File: config.mk
export PLATFORM = sky130hd
export DESIGN_NAME = cmd_spi_regif
export DESIGN_NICKNAME = d
export VERILOG_FILES = /design/src/rtl/cmd_spi_pkg.sv /design/src/rtl/cmd_spi_sync.sv /design/src/rtl/cmd_spi_bank.sv /design/src/rtl/cmd_spi_regif.sv
export SDC_FILE = /design/constraint.sdc
export NUM_CORES = 1
export LEC_CHECK = 0
export ABC_AREA = 0
export ABC_CLOCK_PERIOD_IN_PS = 7100
export CAP_MARGIN = 10
export CORE_MARGIN = 2
export CORE_UTILIZATION = 40
export DETAILED_ROUTE_END_ITERATION = 8
export MAX_ROUTING_LAYER = met4
export PLACE_DENSITY = 0.68
export SLEW_MARGIN = 30
export SYNTH_ARGS = -nofsm -noshare
export SYNTH_HDL_FRONTEND = slang
export SYNTH_SLANG_ARGS = --single-unit
File: constraint.sdc
create_clock -name clk -period 7.1 [get_ports clk]
set_clock_uncertainty 0.05 [all_clocks]
set_input_delay 1.42 -clock clk [delete_from_list [all_inputs] [get_ports clk]]
set_output_delay 1.42 -clock clk [all_outputs]
set_load 0.02 [all_outputs]
File: src/rtl/cmd_spi_pkg.sv
package cmd_spi_pkg;
    localparam int BYTE_W   = 8;
    localparam int WORD_W   = 24;
    localparam int ADDR_W   = 4;
    localparam int NUM_CAL  = 4;
    localparam int GPIO_N   = 4;
    localparam int BCNT_W   = $clog2(WORD_W);
    localparam int CAL_BASE = 5;

    localparam logic [ADDR_W-1:0] A_STAT   = 4'h0;
    localparam logic [ADDR_W-1:0] A_CTRLA  = 4'h1;
    localparam logic [ADDR_W-1:0] A_CTRLB  = 4'h2;
    localparam logic [ADDR_W-1:0] A_CTRLC  = 4'h3;
    localparam logic [ADDR_W-1:0] A_RESULT = 4'h4;

    typedef enum logic [1:0] {
        ST_CMD,
        ST_XFER,
        ST_DONE
    } xfer_state_e;

    // words from the result register through the last calibration word
    function automatic logic is_wide(input logic [ADDR_W-1:0] a);
        return (a >= A_RESULT) && (a <= ADDR_W'(CAL_BASE + NUM_CAL - 1));
    endfunction
endpackage

File: src/rtl/cmd_spi_sync.sv
module cmd_spi_sync #(
    parameter int STAGES = 2
) (
    input  logic clk,
    input  logic rst_n,
    input  logic sclk,
    input  logic cs_n,
    input  logic din,
    output logic sclk_rise,
    output logic sclk_fall,
    output logic cs_act,
    output logic din_s
);
    typedef struct packed {
        logic [STAGES-1:0] sclk_sh;
        logic [STAGES-1:0] cs_sh;
        logic [STAGES-1:0] din_sh;
        logic              sclk_last;
    } sync_t;

    sync_t q, d;

    always_comb begin
        d           = q;
        d.sclk_sh   = {q.sclk_sh[STAGES-2:0], sclk};
        d.cs_sh     = {q.cs_sh[STAGES-2:0], cs_n};
        d.din_sh    = {q.din_sh[STAGES-2:0], din};
        d.sclk_last = q.sclk_sh[STAGES-1];
    end

    always_ff @(posedge clk or negedge rst_n) begin
        if (!rst_n) begin
            q.sclk_sh   <= '0;
            q.cs_sh     <= '1;
            q.din_sh    <= '0;
            q.sclk_last <= 1'b0;
        end else begin
            q <= d;
        end
    end

    assign sclk_rise = q.sclk_sh[STAGES-1] & ~q.sclk_last;
    assign sclk_fall = ~q.sclk_sh[STAGES-1] & q.sclk_last;
    assign cs_act    = ~q.cs_sh[STAGES-1];
    assign din_s     = q.din_sh[STAGES-1];
endmodule

File: src/rtl/cmd_spi_bank.sv
module cmd_spi_bank
    import cmd_spi_pkg::*;
(
    input  logic                      clk,
    input  logic                      rst_n,
    input  logic                      wr_en,
    input  logic [ADDR_W-1:0]         wr_addr,
    input  logic [WORD_W-1:0]         wr_word,
    input  logic [ADDR_W-1:0]         rd_addr,
    output logic [WORD_W-1:0]         rd_word,
    input  logic                      hold,
    input  logic                      res_valid,
    input  logic [WORD_W-1:0]         res_data,
    input  logic                      ovr_flag,
    output logic [WORD_W-1:0]         result_word,
    output logic [BYTE_W-1:0]         ctrl_a,
    output logic [BYTE_W-1:0]         ctrl_b,
    output logic [BYTE_W-1:0]         ctrl_c,
    output logic [NUM_CAL*WORD_W-1:0] cal_words
);
    typedef struct packed {
        logic [BYTE_W-1:0]              ctrl_a;
        logic [BYTE_W-1:0]              ctrl_b;
        logic [BYTE_W-1:0]              ctrl_c;
        logic [WORD_W-1:0]              result;
        logic [WORD_W-1:0]              pend;
        logic                           pend_v;
        logic [NUM_CAL-1:0][WORD_W-1:0] cal;
    } bank_t;

    bank_t q, d;

    always_comb begin
        d = q;
        if (wr_en) begin
            case (wr_addr)
                A_CTRLA: d.ctrl_a = wr_word[BYTE_W-1:0];
                A_CTRLB: d.ctrl_b = wr_word[BYTE_W-1:0];
                A_CTRLC: d.ctrl_c = wr_word[BYTE_W-1:0];
                default: ;
            endcase
            for (int i = 0; i < NUM_CAL; i++) begin
                if (wr_addr == ADDR_W'(CAL_BASE + i)) d.cal[i] = wr_word;
            end
        end
        // a fresh result wins over an older held one
        if (res_valid) begin
            if (hold) begin
                d.pend   = res_data;
                d.pend_v = 1'b1;
            end else begin
                d.result = res_data;
                d.pend_v = 1'b0;
            end
        end else if (q.pend_v && !hold) begin
            d.result = q.pend;
            d.pend_v = 1'b0;
        end
    end

    always_ff @(posedge clk or negedge rst_n) begin
        if (!rst_n) q <= '0;
        else        q <= d;
    end

    always_comb begin
        rd_word = '0;
        case (rd_addr)
            A_STAT:   rd_word[BYTE_W-1] = ovr_flag;
            A_CTRLA:  rd_word[BYTE_W-1:0] = q.ctrl_a;
            A_CTRLB:  rd_word[BYTE_W-1:0] = q.ctrl_b;
            A_CTRLC:  rd_word[BYTE_W-1:0] = q.ctrl_c;
            A_RESULT: rd_word = q.result;
            default: ;
        endcase
        for (int i = 0; i < NUM_CAL; i++) begin
            if (rd_addr == ADDR_W'(CAL_BASE + i)) rd_word = q.cal[i];
        end
    end

    for (genvar g = 0; g < NUM_CAL; g++) begin : g_cal
        assign cal_words[g*WORD_W +: WORD_W] = q.cal[g];
    end

    assign result_word = q.result;
    assign ctrl_a      = q.ctrl_a;
    assign ctrl_b      = q.ctrl_b;
    assign ctrl_c      = q.ctrl_c;
endmodule

File: src/rtl/cmd_spi_regif.sv
module cmd_spi_regif
    import cmd_spi_pkg::*;
#(
    parameter int SYNC_STAGES = 2
) (
    input  logic                      clk,
    input  logic                      rst_n,
    input  logic                      sclk,
    input  logic                      cs_n,
    input  logic                      din,
    output logic                      dout,
    input  logic [WORD_W-1:0]         result_data,
    input  logic                      result_valid,
    input  logic                      sys_gain_ovr,
    output logic [GPIO_N-1:0]         gpio_dir,
    output logic [GPIO_N-1:0]         gpio_out,
    output logic [BYTE_W-1:0]         ctrl_a,
    output logic [BYTE_W-1:0]         ctrl_c,
    output logic [NUM_CAL*WORD_W-1:0] cal_words,
    output logic                      conv_start,
    output logic                      pwr_down
);
    localparam logic [BCNT_W-1:0] LAST_NARROW = BCNT_W'(BYTE_W - 1);
    localparam logic [BCNT_W-1:0] LAST_WIDE   = BCNT_W'(WORD_W - 1);

    typedef struct packed {
        xfer_state_e       st;
        logic [BCNT_W-1:0] bcnt;
        logic [WORD_W-1:0] sh;
        logic [ADDR_W-1:0] addr;
        logic              rd;
        logic              wide;
        logic              prime;
        logic              dout;
        logic              conv;
        logic              pdn;
    } fsm_t;

    fsm_t q, d;

    logic              sclk_rise, sclk_fall, cs_act, din_s;
    logic              wr_en, hold;
    logic [WORD_W-1:0] wr_word, rd_word, result_word, load_word;
    logic [BYTE_W-1:0] cmd_byte, ctrl_b;
    logic [BCNT_W-1:0] last_bit;

    cmd_spi_sync #(.STAGES(SYNC_STAGES)) u_sync (
        .clk       (clk),
        .rst_n     (rst_n),
        .sclk      (sclk),
        .cs_n      (cs_n),
        .din       (din),
        .sclk_rise (sclk_rise),
        .sclk_fall (sclk_fall),
        .cs_act    (cs_act),
        .din_s     (din_s)
    );

    assign cmd_byte  = {q.sh[BYTE_W-2:0], din_s};
    assign wr_word   = {q.sh[WORD_W-2:0], din_s};
    assign last_bit  = q.wide ? LAST_WIDE : LAST_NARROW;
    assign load_word = q.wide ? rd_word : {rd_word[BYTE_W-1:0], {(WORD_W-BYTE_W){1'b0}}};
    assign hold      = (q.st == ST_XFER) && q.rd && (q.addr == A_RESULT);

    always_comb begin
        d      = q;
        d.conv = 1'b0;
        d.pdn  = 1'b0;
        wr_en  = 1'b0;
        if (!cs_act) begin
            d.st    = ST_CMD;
            d.bcnt  = '0;
            d.dout  = 1'b0;
            d.prime = 1'b0;
        end else begin
            case (q.st)
                ST_CMD: begin
                    if (sclk_rise) begin
                        d.sh   = wr_word;
                        d.bcnt = q.bcnt + 1'b1;
                        if (q.bcnt == LAST_NARROW) begin
                            d.bcnt = '0;
                            d.st   = ST_DONE;
                            if (cmd_byte[7]) begin
                                if (!cmd_byte[6]) begin
                                    d.conv = !cmd_byte[5];
                                    d.pdn  = cmd_byte[5];
                                end else begin
                                    d.st    = ST_XFER;
                                    d.addr  = cmd_byte[4:1];
                                    d.rd    = cmd_byte[0];
                                    d.wide  = is_wide(cmd_byte[4:1]);
                                    d.prime = cmd_byte[0];
                                end
                            end
                        end
                    end
                end
                ST_XFER: begin
                    if (sclk_fall && q.rd) begin
                        if (q.prime) begin
                            d.sh    = load_word;
                            d.dout  = load_word[WORD_W-1];
                            d.prime = 1'b0;
                        end else begin
                            d.sh   = {q.sh[WORD_W-2:0], 1'b0};
                            d.dout = q.sh[WORD_W-2];
                        end
                    end
                    if (sclk_rise) begin
                        if (!q.rd) d.sh = wr_word;
                        d.bcnt = q.bcnt + 1'b1;
                        if (q.bcnt == last_bit) begin
                            wr_en  = !q.rd;
                            d.st   = ST_DONE;
                            d.dout = 1'b0;
                        end
                    end
                end
                default: d.dout = 1'b0;
            endcase
        end
    end

    always_ff @(posedge clk or negedge rst_n) begin
        if (!rst_n) begin
            q    <= '0;
            q.st <= ST_CMD;
        end else begin
            q <= d;
        end
    end

    cmd_spi_bank u_bank (
        .clk         (clk),
        .rst_n       (rst_n),
        .wr_en       (wr_en),
        .wr_addr     (q.addr),
        .wr_word     (wr_word),
        .rd_addr     (q.addr),
        .rd_word     (rd_word),
        .hold        (hold),
        .res_valid   (result_valid),
        .res_data    (result_data),
        .ovr_flag    (sys_gain_ovr),
        .result_word (result_word),
        .ctrl_a      (ctrl_a),
        .ctrl_b      (ctrl_b),
        .ctrl_c      (ctrl_c),
        .cal_words   (cal_words)
    );

    assign gpio_dir   = ctrl_b[BYTE_W-1 -: GPIO_N];
    assign gpio_out   = ctrl_b[GPIO_N-1:0];
    assign dout       = q.dout;
    assign conv_start = q.conv;
    assign pwr_down   = q.pdn;
endmodule

# --- Yosys cells after proc, flatten, opt, wreduce, memory -nomap -nowiden ---
# Cells that the tools add are included.
totals:
  ff_bits: 217
  inputBits: 31
  out_inout_bits: 123
op_classes:
  addsub: 1
  magnitude_cmp: 2
  n_eq_ne: 21
  n_mux: 46
  bitwise: 5
  reduce_logical: 27
op_table:
  columns: ["operator", "n"]
  rows:
  - ["two-way mux 24 bit", 11]
  - ["one-hot mux 31 bit (2 select lines)", 1]
  - ["two-way mux 38 bit", 1]
  - ["two-way mux 7 bit", 5]
  - ["two-way mux 31 bit", 1]
  - ["one-hot mux 7 bit (4 select lines)", 1]
  - ["two-way mux 2 bit", 11]
  - ["AND reduction 2 bit", 9]
  - ["== test 4 x 3 -> 1 bit (second input constant)", 4]
  - ["two-way mux 16 bit", 1]
  - ["!= test 3 x 2 -> 1 bit (second input constant)", 5]
  - ["AND reduction 6 bit", 2]
  - ["two-way mux 1 bit", 10]
  - ["== test 4 x 2 -> 1 bit (second input constant)", 2]
  - ["!= test 3 x 1 -> 1 bit (second input constant)", 2]
  - ["AND reduction 3 bit", 2]
  - ["adder 5 x 1 -> 5 bit (second input constant)", 1]
  - ["== test 5 x 3 -> 1 bit (second input constant)", 1]
  - ["== test 5 bit", 1]
  - ["logical AND 1 bit", 5]
  - ["two-way mux 5 bit", 1]
  - ["one-hot mux 1 bit (5 select lines)", 1]
  - ["AND reduction 5 bit", 1]
  - ["== test 4 x 1 -> 1 bit (second input constant)", 1]
  - ["14 further kinds", 22]

# --- Logic depth before layout (Yosys ltp) ---
logic_depth:
  depth_word: 13
  ltp_mapped: 8
  ltp_nobuf: 6

# --- Cells and area by module ---
# A second synthesis with hierarchy kept.
unflattened:
  hier_cells: 1099
  area_unflattened_um2: 11966.5
modules_own_cells:
  columns: ["module", "n_inst", "cells_each", "area_each_um2", "seq_area_each_um2"]
  rows:
  - ["cmd_spi_bank", 1, 776, 8938.6, 4229.1]
  - ["cmd_spi_regif", 1, 313, 2831.5, 1001.0]
  - ["cmd_spi_sync", 1, 10, 196.4, 177.7]

# --- Worst setup path before layout ---
# OpenSTA, ideal clock, no wires.
synth_timing:
  kind: "input to register"
  startpoint: "input port sys_gain_ovr"
  endpoint: "register q[17] (netlist name)"
  arrival_time_ps: 2677
  required_ps: 6946
  slack_ps: 4269
  path_stages: 5
  path_buffers: 0
  path_cell_list: "or3b_2 a211oi_1 o21ai_0 or2_2 a221oi_1"
synth_via:
  elab_chain_cells: 11
synth_rtl:
  columns: ["item", "line", "text"]
  rows:
  - ["from (decl)", "cmd_spi_regif.sv:14", "input logic sys_gain_ovr,"]
  - ["one-hot mux 1 bit (5 select lines) (*)", "cmd_spi_bank.sv:68", "case (rd_addr)"]
  - ["two-way mux 24 bit (*) (4 in a row)", "cmd_spi_bank.sv:77", "if (rd_addr == ADDR_W'(CAL_BASE + i)) rd_word = q.cal[i];"]
  - ["two-way mux 24 bit (*)", "cmd_spi_regif.sv:62", "assign load_word = q.wide ? rd_word : {rd_word[BYTE_W-1:0], {(WORD_W-BYTE_W){1'b0}}};"]
  - ["two-way mux 24 bit (*)", "cmd_spi_regif.sv:101", "if (q.prime) begin"]
  - ["two-way mux 24 bit (*)", "cmd_spi_regif.sv:100", "if (sclk_fall && q.rd) begin"]
  - ["two-way mux 24 bit", "cmd_spi_regif.sv:111", "if (!q.rd) d.sh = wr_word;"]
  - ["two-way mux 31 bit (*)", "cmd_spi_regif.sv:110", "if (sclk_rise) begin"]
  - ["one-hot mux 31 bit (2 select lines) (*)", "cmd_spi_regif.sv:76", "case (q.st)"]
  - ["to (decl)", "cmd_spi_regif.sv:39", "fsm_t q, d;"]
# Mark *: on every way between the ends. The rest lies on a longest branch, timed or not. The select of a mux whose other input is x is not followed.
# A chain may end at the register's enable or synchronous reset.

# --- Final worst setup path ---
layout_timing:
  startpoint: "register q[4] (netlist name)"
  endpoint: "register u_bank.q (netlist bit u_bank.cal_words[60])"
layout_via:
  elab_chain_cells: 7
layout_rtl:
  columns: ["item", "line", "text"]
  rows:
  - ["two-way mux 5 bit", "cmd_spi_regif.sv:61", "assign last_bit = q.wide ? LAST_WIDE : LAST_NARROW;"]
  - ["== test 5 bit", "cmd_spi_regif.sv:113", "if (q.bcnt == last_bit) begin"]
  - ["two-way mux 1 bit", "cmd_spi_regif.sv:113", null]
  - ["two-way mux 1 bit", "cmd_spi_regif.sv:110", null]
  - ["two-way mux 1 bit", "cmd_spi_regif.sv:76", null]
  - ["two-way mux 1 bit", "cmd_spi_regif.sv:70", "if (!cs_act) begin"]
  - ["AND reduction 2 bit (no source line)", null, null]
  - ["to (signal assigned)", "cmd_spi_bank.sv:62", "if (!rst_n) q <= '0;"]
  - ["to (signal assigned)", "cmd_spi_bank.sv:63", "else q <= d;"]
  - ["to (decl)", "cmd_spi_bank.sv:31", "bank_t q, d;"]
# Every way passes these cells.

==> impl_summary.md <==
Timing
Setup repair after global routing left no endpoint under its margin. The ratio of final minimum period to clock period is 47.8%. The slew of the pin with the lowest slew margin is between 1 and 1.5 ns. The time the worst path needs with I/O delays and setup is ~3.4 ns. The hold violation count in the final report is 0.

The number of pins exceeding their max-slew limit in the final report is 0. The total of endpoints with negative setup slack in the final report is 0. The worst max-slew margin expressed relative to the limit is 28.6%. Based on the critical path, the design can be clocked at up to slightly below 300 MHz.

Adding up every negative setup slack in the final design gives 0 ns.

Layout
In the layout the commonest cells are sky130_fd_sc_hd__dfrtp_1, sky130_fd_sc_hd__mux2_2, sky130_fd_sc_hd__clkdlybuf4s50_1. The leading cell type in the layout, fill and taps excluded is sky130_fd_sc_hd__dfrtp_1. The area growth from synthesis to layout is 15.4%. Cells with a size suffix above 1 make up between 20 and 25% of the layout.

0 antenna diodes ended up in the layout. After filler insertion, the fill cell instance count of the layout stands at about 2700. After the last flow step, the layout net total stands at 1087.

Power
The leakage power summed over all cells is around 5.9 nW. Net switching is between 20% and 30% of the power. Dividing total power by cell area gives a power density of 210 mW/mm2.

The internal power of the cells totals 2.15 mW. The clock share of power is a little under half. The share of total power dissipated in sequential elements is a little under half. Combinational logic burns ~4.9% of the power. The power consumption is around 2.8 mW.

Summed over all nets, the switching power comes to 0.650 mW. Across the VDD grid, the largest voltage drop is approximately 0.00014 V.

Drt
The routed layout has about 8300 vias. The routed length per instance is around 22 um. Dividing the detail-routed via count by the number of cells gives around 5.7. The count of unresolved DRC violations after routing is 0.

The number of DRC violations after detailed-routing iteration 0 is between 800 and 900. The first detailed-routing pass ran for 6 iterations. Wires add up to around 32 mm. The detail route stage leaves a number of antenna-violating nets equal to 0.

Global route
The number of antenna violations at the first check in global routing is 0. The first global-routing pass estimated 48.6 mm of wire. The final global-route overflow total is 0.

The via count of the first global-routing pass is approximately 8200. Entering global routing, the biggest net connects 76 pins. The global routing usage summed across all routing layers is a little over a fifth.

CTS
Once the clock tree was built, the resizer swapped 0 gates to a different size. The CTS H-tree depth is 1. TritonCTS built the clock tree. The register clock-pin slew on the reported worst setup and hold paths is around 0.060 ns. The cell sitting at the root of the clock tree is a sky130_fd_sc_hd__clkbuf_16. The number of buffers added by the clock tree synthesis step is 25.

In this run, post-CTS hold repair placed 0 buffers. The buffer levels on the longest clock path is 3. The count of clock tree sinks is ~220. At the later pin of the worst-skew pair, clock insertion delay measures roughly 0.52 ns. The number of post-CTS setup repair buffers is 0.

Die
Measured along the x axis, the die boundary spans around 170 um. The top-level I/O count is between 150 and 200. The core region is ~0.029 mm2. In this run the core area contains 62 standard-cell rows. Once the floorplan was initialized, standard cells occupied roughly two fifths of the core. Measured along the y axis, the die boundary spans between 150 and 200 um.

The die area is about 0.030 mm2.

Setup path
On the critical path the largest part of the delay comes from simple AND/OR/NAND/NOR gates. The signal on the critical path passes through xnor2_1, nand4b_1, nor4_4, and2_1, buf_4, mux2_2. STA classifies the critical path endpoint as a flip-flop. In this run the worst path has a maximum fanout of 14. STA puts the critical path data arrival time at between 3 and 4 ns.

For this run, the slowest stage of the critical path takes between 0.7 and 0.8 ns. The worst setup path is launched from a flip-flop. The highest-delay cell along the critical path is sky130_fd_sc_hd__nor4_4.

Together, buffers and inverters on the worst path number 1. The setup path with the least slack is of type flip-flop to flip-flop. For the worst setup path, the data required time is around 7.5 ns.

Place
The quantity of I/O buffers inserted on ports is roughly 150. The final weighted congestion in routability-driven placement is ~0.93. Detailed placement finished with a half-perimeter wire length of ~22 mm.

Yosys
The post-synthesis area per instance is around 11 um2. The async set or reset register ratio after synthesis is between 90% and 100%. The share of synthesized area occupied by flip-flops and latches is a little under half. For this run, the leading register cell type out of synthesis is sky130_fd_sc_hd__dfrtp_1. The number of enable-type register cells in the synthesized netlist is 0. The netlist area before placement is approximately 0.012 mm2. The post-synthesis sequential element count is 216. After technology mapping, the gate count stands at between 1000 and 1500. The warning count from the yosys run is 0.

The count of distinct cell types in the synthesized netlist is 68. Synthesis produced a netlist with a net count of approximately 1100.

Run status
The run finished with clean final reports.

Run
The max-capacitance violation count is 0.

Hold path
The kind of path behind the tightest hold check is flip-flop to flip-flop.
[cells in the mapped netlist, types with 4 or more instances]
| cell | count | share of area [%] |
|---|---|---|
| sky130_fd_sc_hd__o21ai_0 | 52 | 2.3 |
| sky130_fd_sc_hd__buf_2 | 7 | 0.30 |
| sky130_fd_sc_hd__nor4_1 | 8 | 0.43 |
| sky130_fd_sc_hd__buf_4 | 125 | 8.1 |
| sky130_fd_sc_hd__o21bai_1 | 6 | 0.39 |
| sky130_fd_sc_hd__mux2i_1 | 33 | 2.9 |
| sky130_fd_sc_hd__o22ai_1 | 8 | 0.43 |
| sky130_fd_sc_hd__nand2_1 | 42 | 1.4 |
| sky130_fd_sc_hd__nand4_1 | 7 | 0.38 |
| sky130_fd_sc_hd__mux2_2 | 156 | 15 |
| sky130_fd_sc_hd__o221ai_1 | 13 | 0.99 |
| sky130_fd_sc_hd__o2bb2ai_1 | 6 | 0.46 |
| sky130_fd_sc_hd__a31oi_1 | 4 | 0.22 |
| sky130_fd_sc_hd__nor3_1 | 10 | 0.43 |
| sky130_fd_sc_hd__a22o_1 | 4 | 0.30 |
| sky130_fd_sc_hd__nor2_1 | 55 | 1.8 |
| sky130_fd_sc_hd__a21boi_0 | 9 | 0.59 |
| sky130_fd_sc_hd__a211o_1 | 7 | 0.53 |
| sky130_fd_sc_hd__a22oi_1 | 19 | 1.2 |
| sky130_fd_sc_hd__o31a_1 | 6 | 0.46 |
| sky130_fd_sc_hd__buf_1 | 7 | 0.23 |
| sky130_fd_sc_hd__o31ai_1 | 9 | 0.59 |
| sky130_fd_sc_hd__nand2b_1 | 15 | 0.81 |
| sky130_fd_sc_hd__nor2b_1 | 11 | 0.60 |
| sky130_fd_sc_hd__inv_1 | 13 | 0.42 |
| sky130_fd_sc_hd__clkbuf_1 | 49 | 1.6 |
| sky130_fd_sc_hd__dfrtp_1 | 214 | 46 |
| sky130_fd_sc_hd__nand3b_1 | 8 | 0.52 |
| sky130_fd_sc_hd__nand3_1 | 6 | 0.26 |
| sky130_fd_sc_hd__a21oi_1 | 67 | 2.9 |
| sky130_fd_sc_hd__a222oi_1 | 7 | 0.61 |
| sky130_fd_sc_hd__buf_6 | 4 | 0.39 |
| sky130_fd_sc_hd__a21o_1 | 9 | 0.59 |
| sky130_fd_sc_hd__o221a_2 | 6 | 0.59 |
[worst register-to-register path, cell delays in order, from the launching register on]
cell,delay [ns]
sky130_fd_sc_hd__dfrtp_1,0.68
sky130_fd_sc_hd__xnor2_1,0.18
sky130_fd_sc_hd__nand4b_1,0.26
sky130_fd_sc_hd__nor4_4,0.71
sky130_fd_sc_hd__and2_1,0.69
sky130_fd_sc_hd__buf_4,0.35
sky130_fd_sc_hd__mux2_2,0.37
[layer usage]
layer / part of all wire [%] / track usage, % / vias to the layer above / wire (um)
met4: 2.9 / 6.44 / 0 / 912
li1: - / - / 3710 / -
met3: 7.2 / 3.90 / 58 / 2310
met5: 0 / - / - / 0
met2: 46 / 32.8 / 347 / 14600
met1: 44 / 28.4 / 4172 / 14000
[final timing paths]
| kind | from | end | slack [ns] | cells past startpoint |
|---|---|---|---|---|
| max reg2reg | q[4] | u_bank.cal_words[60] | 3.70 | 6 |
| min reg2reg | u_sync.d[2] | u_sync.din_s | 0.31 | 0 |
| min | u_sync.d[2] | u_sync.din_s | 0.31 | 0 |
| max | q[4] | u_bank.cal_words[60] | 3.70 | 6 |
| max in group asynchronous | rst_n | u_bank.cal_words[10] | 5.09 | 2 |
| min in group asynchronous | rst_n | u_bank.result_word[18] | 0.83 | 1 |
[stage by stage]
| step | utilization (%) | instance area [um2] | cells | hold WS (ns) | worst slack (ns) |
|---|---|---|---|---|---|
| 3_5_place_dp | 43.5 | 12400 | 1412 | 0.296 | 3.38 |
| 2_1_floorplan | - | 11500 | 1055 | 0.281 | 4.27 |
| 4_1_cts | 46.5 | 13300 | 1457 | 0.309 | 3.75 |
| 3_3_place_gp | 43.5 | 12400 | 1412 | 0.282 | 3.45 |
| 5_1_grt | 46.6 | 13300 | 1457 | 0.313 | 3.55 |
| 6_report | 46.6 | 13300 | 1457 | 0.306 | 3.70 |
[state kept, by name, indices dropped and copies added, names as in the netlist, 2 cells and up]
register,cells
u_bank.cal_words,96
q,30
u_bank.q,25
u_bank.result_word,24
u_bank.ctrl_a,8
u_bank.ctrl_b,8
u_bank.ctrl_c,8
cmd_byte,7
u_sync.d,4
u_sync.q,2
[power by group through the flow]
stage	clock network (mW)	registers, mW	logic, mW
2_1_floorplan	0	1.31	0.0829
3_3_place_gp	0	1.34	0.134
3_5_place_dp	0	1.34	0.137
4_1_cts	1.36	1.32	0.137
5_1_grt	1.41	1.33	0.153
6_report	1.34	1.32	0.137
[area by class of cell]
type                       count  area (um2)  area share [%]
clock buffer                  37         741            5.57
inverter                      13        48.8           0.367
tap                          384         480            3.62
timing repair buffer         165        1630            12.3
multi-input combinational    634        4860            36.6
sequential                   216        5410            40.7
clock inverter                 8         118           0.885
[logic make-up (layout without fill, tap and decap cells)]
kind of cell | after synthesis | after routing | synth area share [%]
compound gates | 248 | 248 | 14.4
buf+inv | 205 | 223 | 11.1
flops | 216 | 216 | 46.9
xor+xnor | 3 | 3 | 0.228
fa+ha+maj | 1 | 1 | 0.109
mux | 190 | 190 | 18.3
simple gates | 192 | 192 | 8.95
Note: power is estimated with default switching activity, not from simulation.
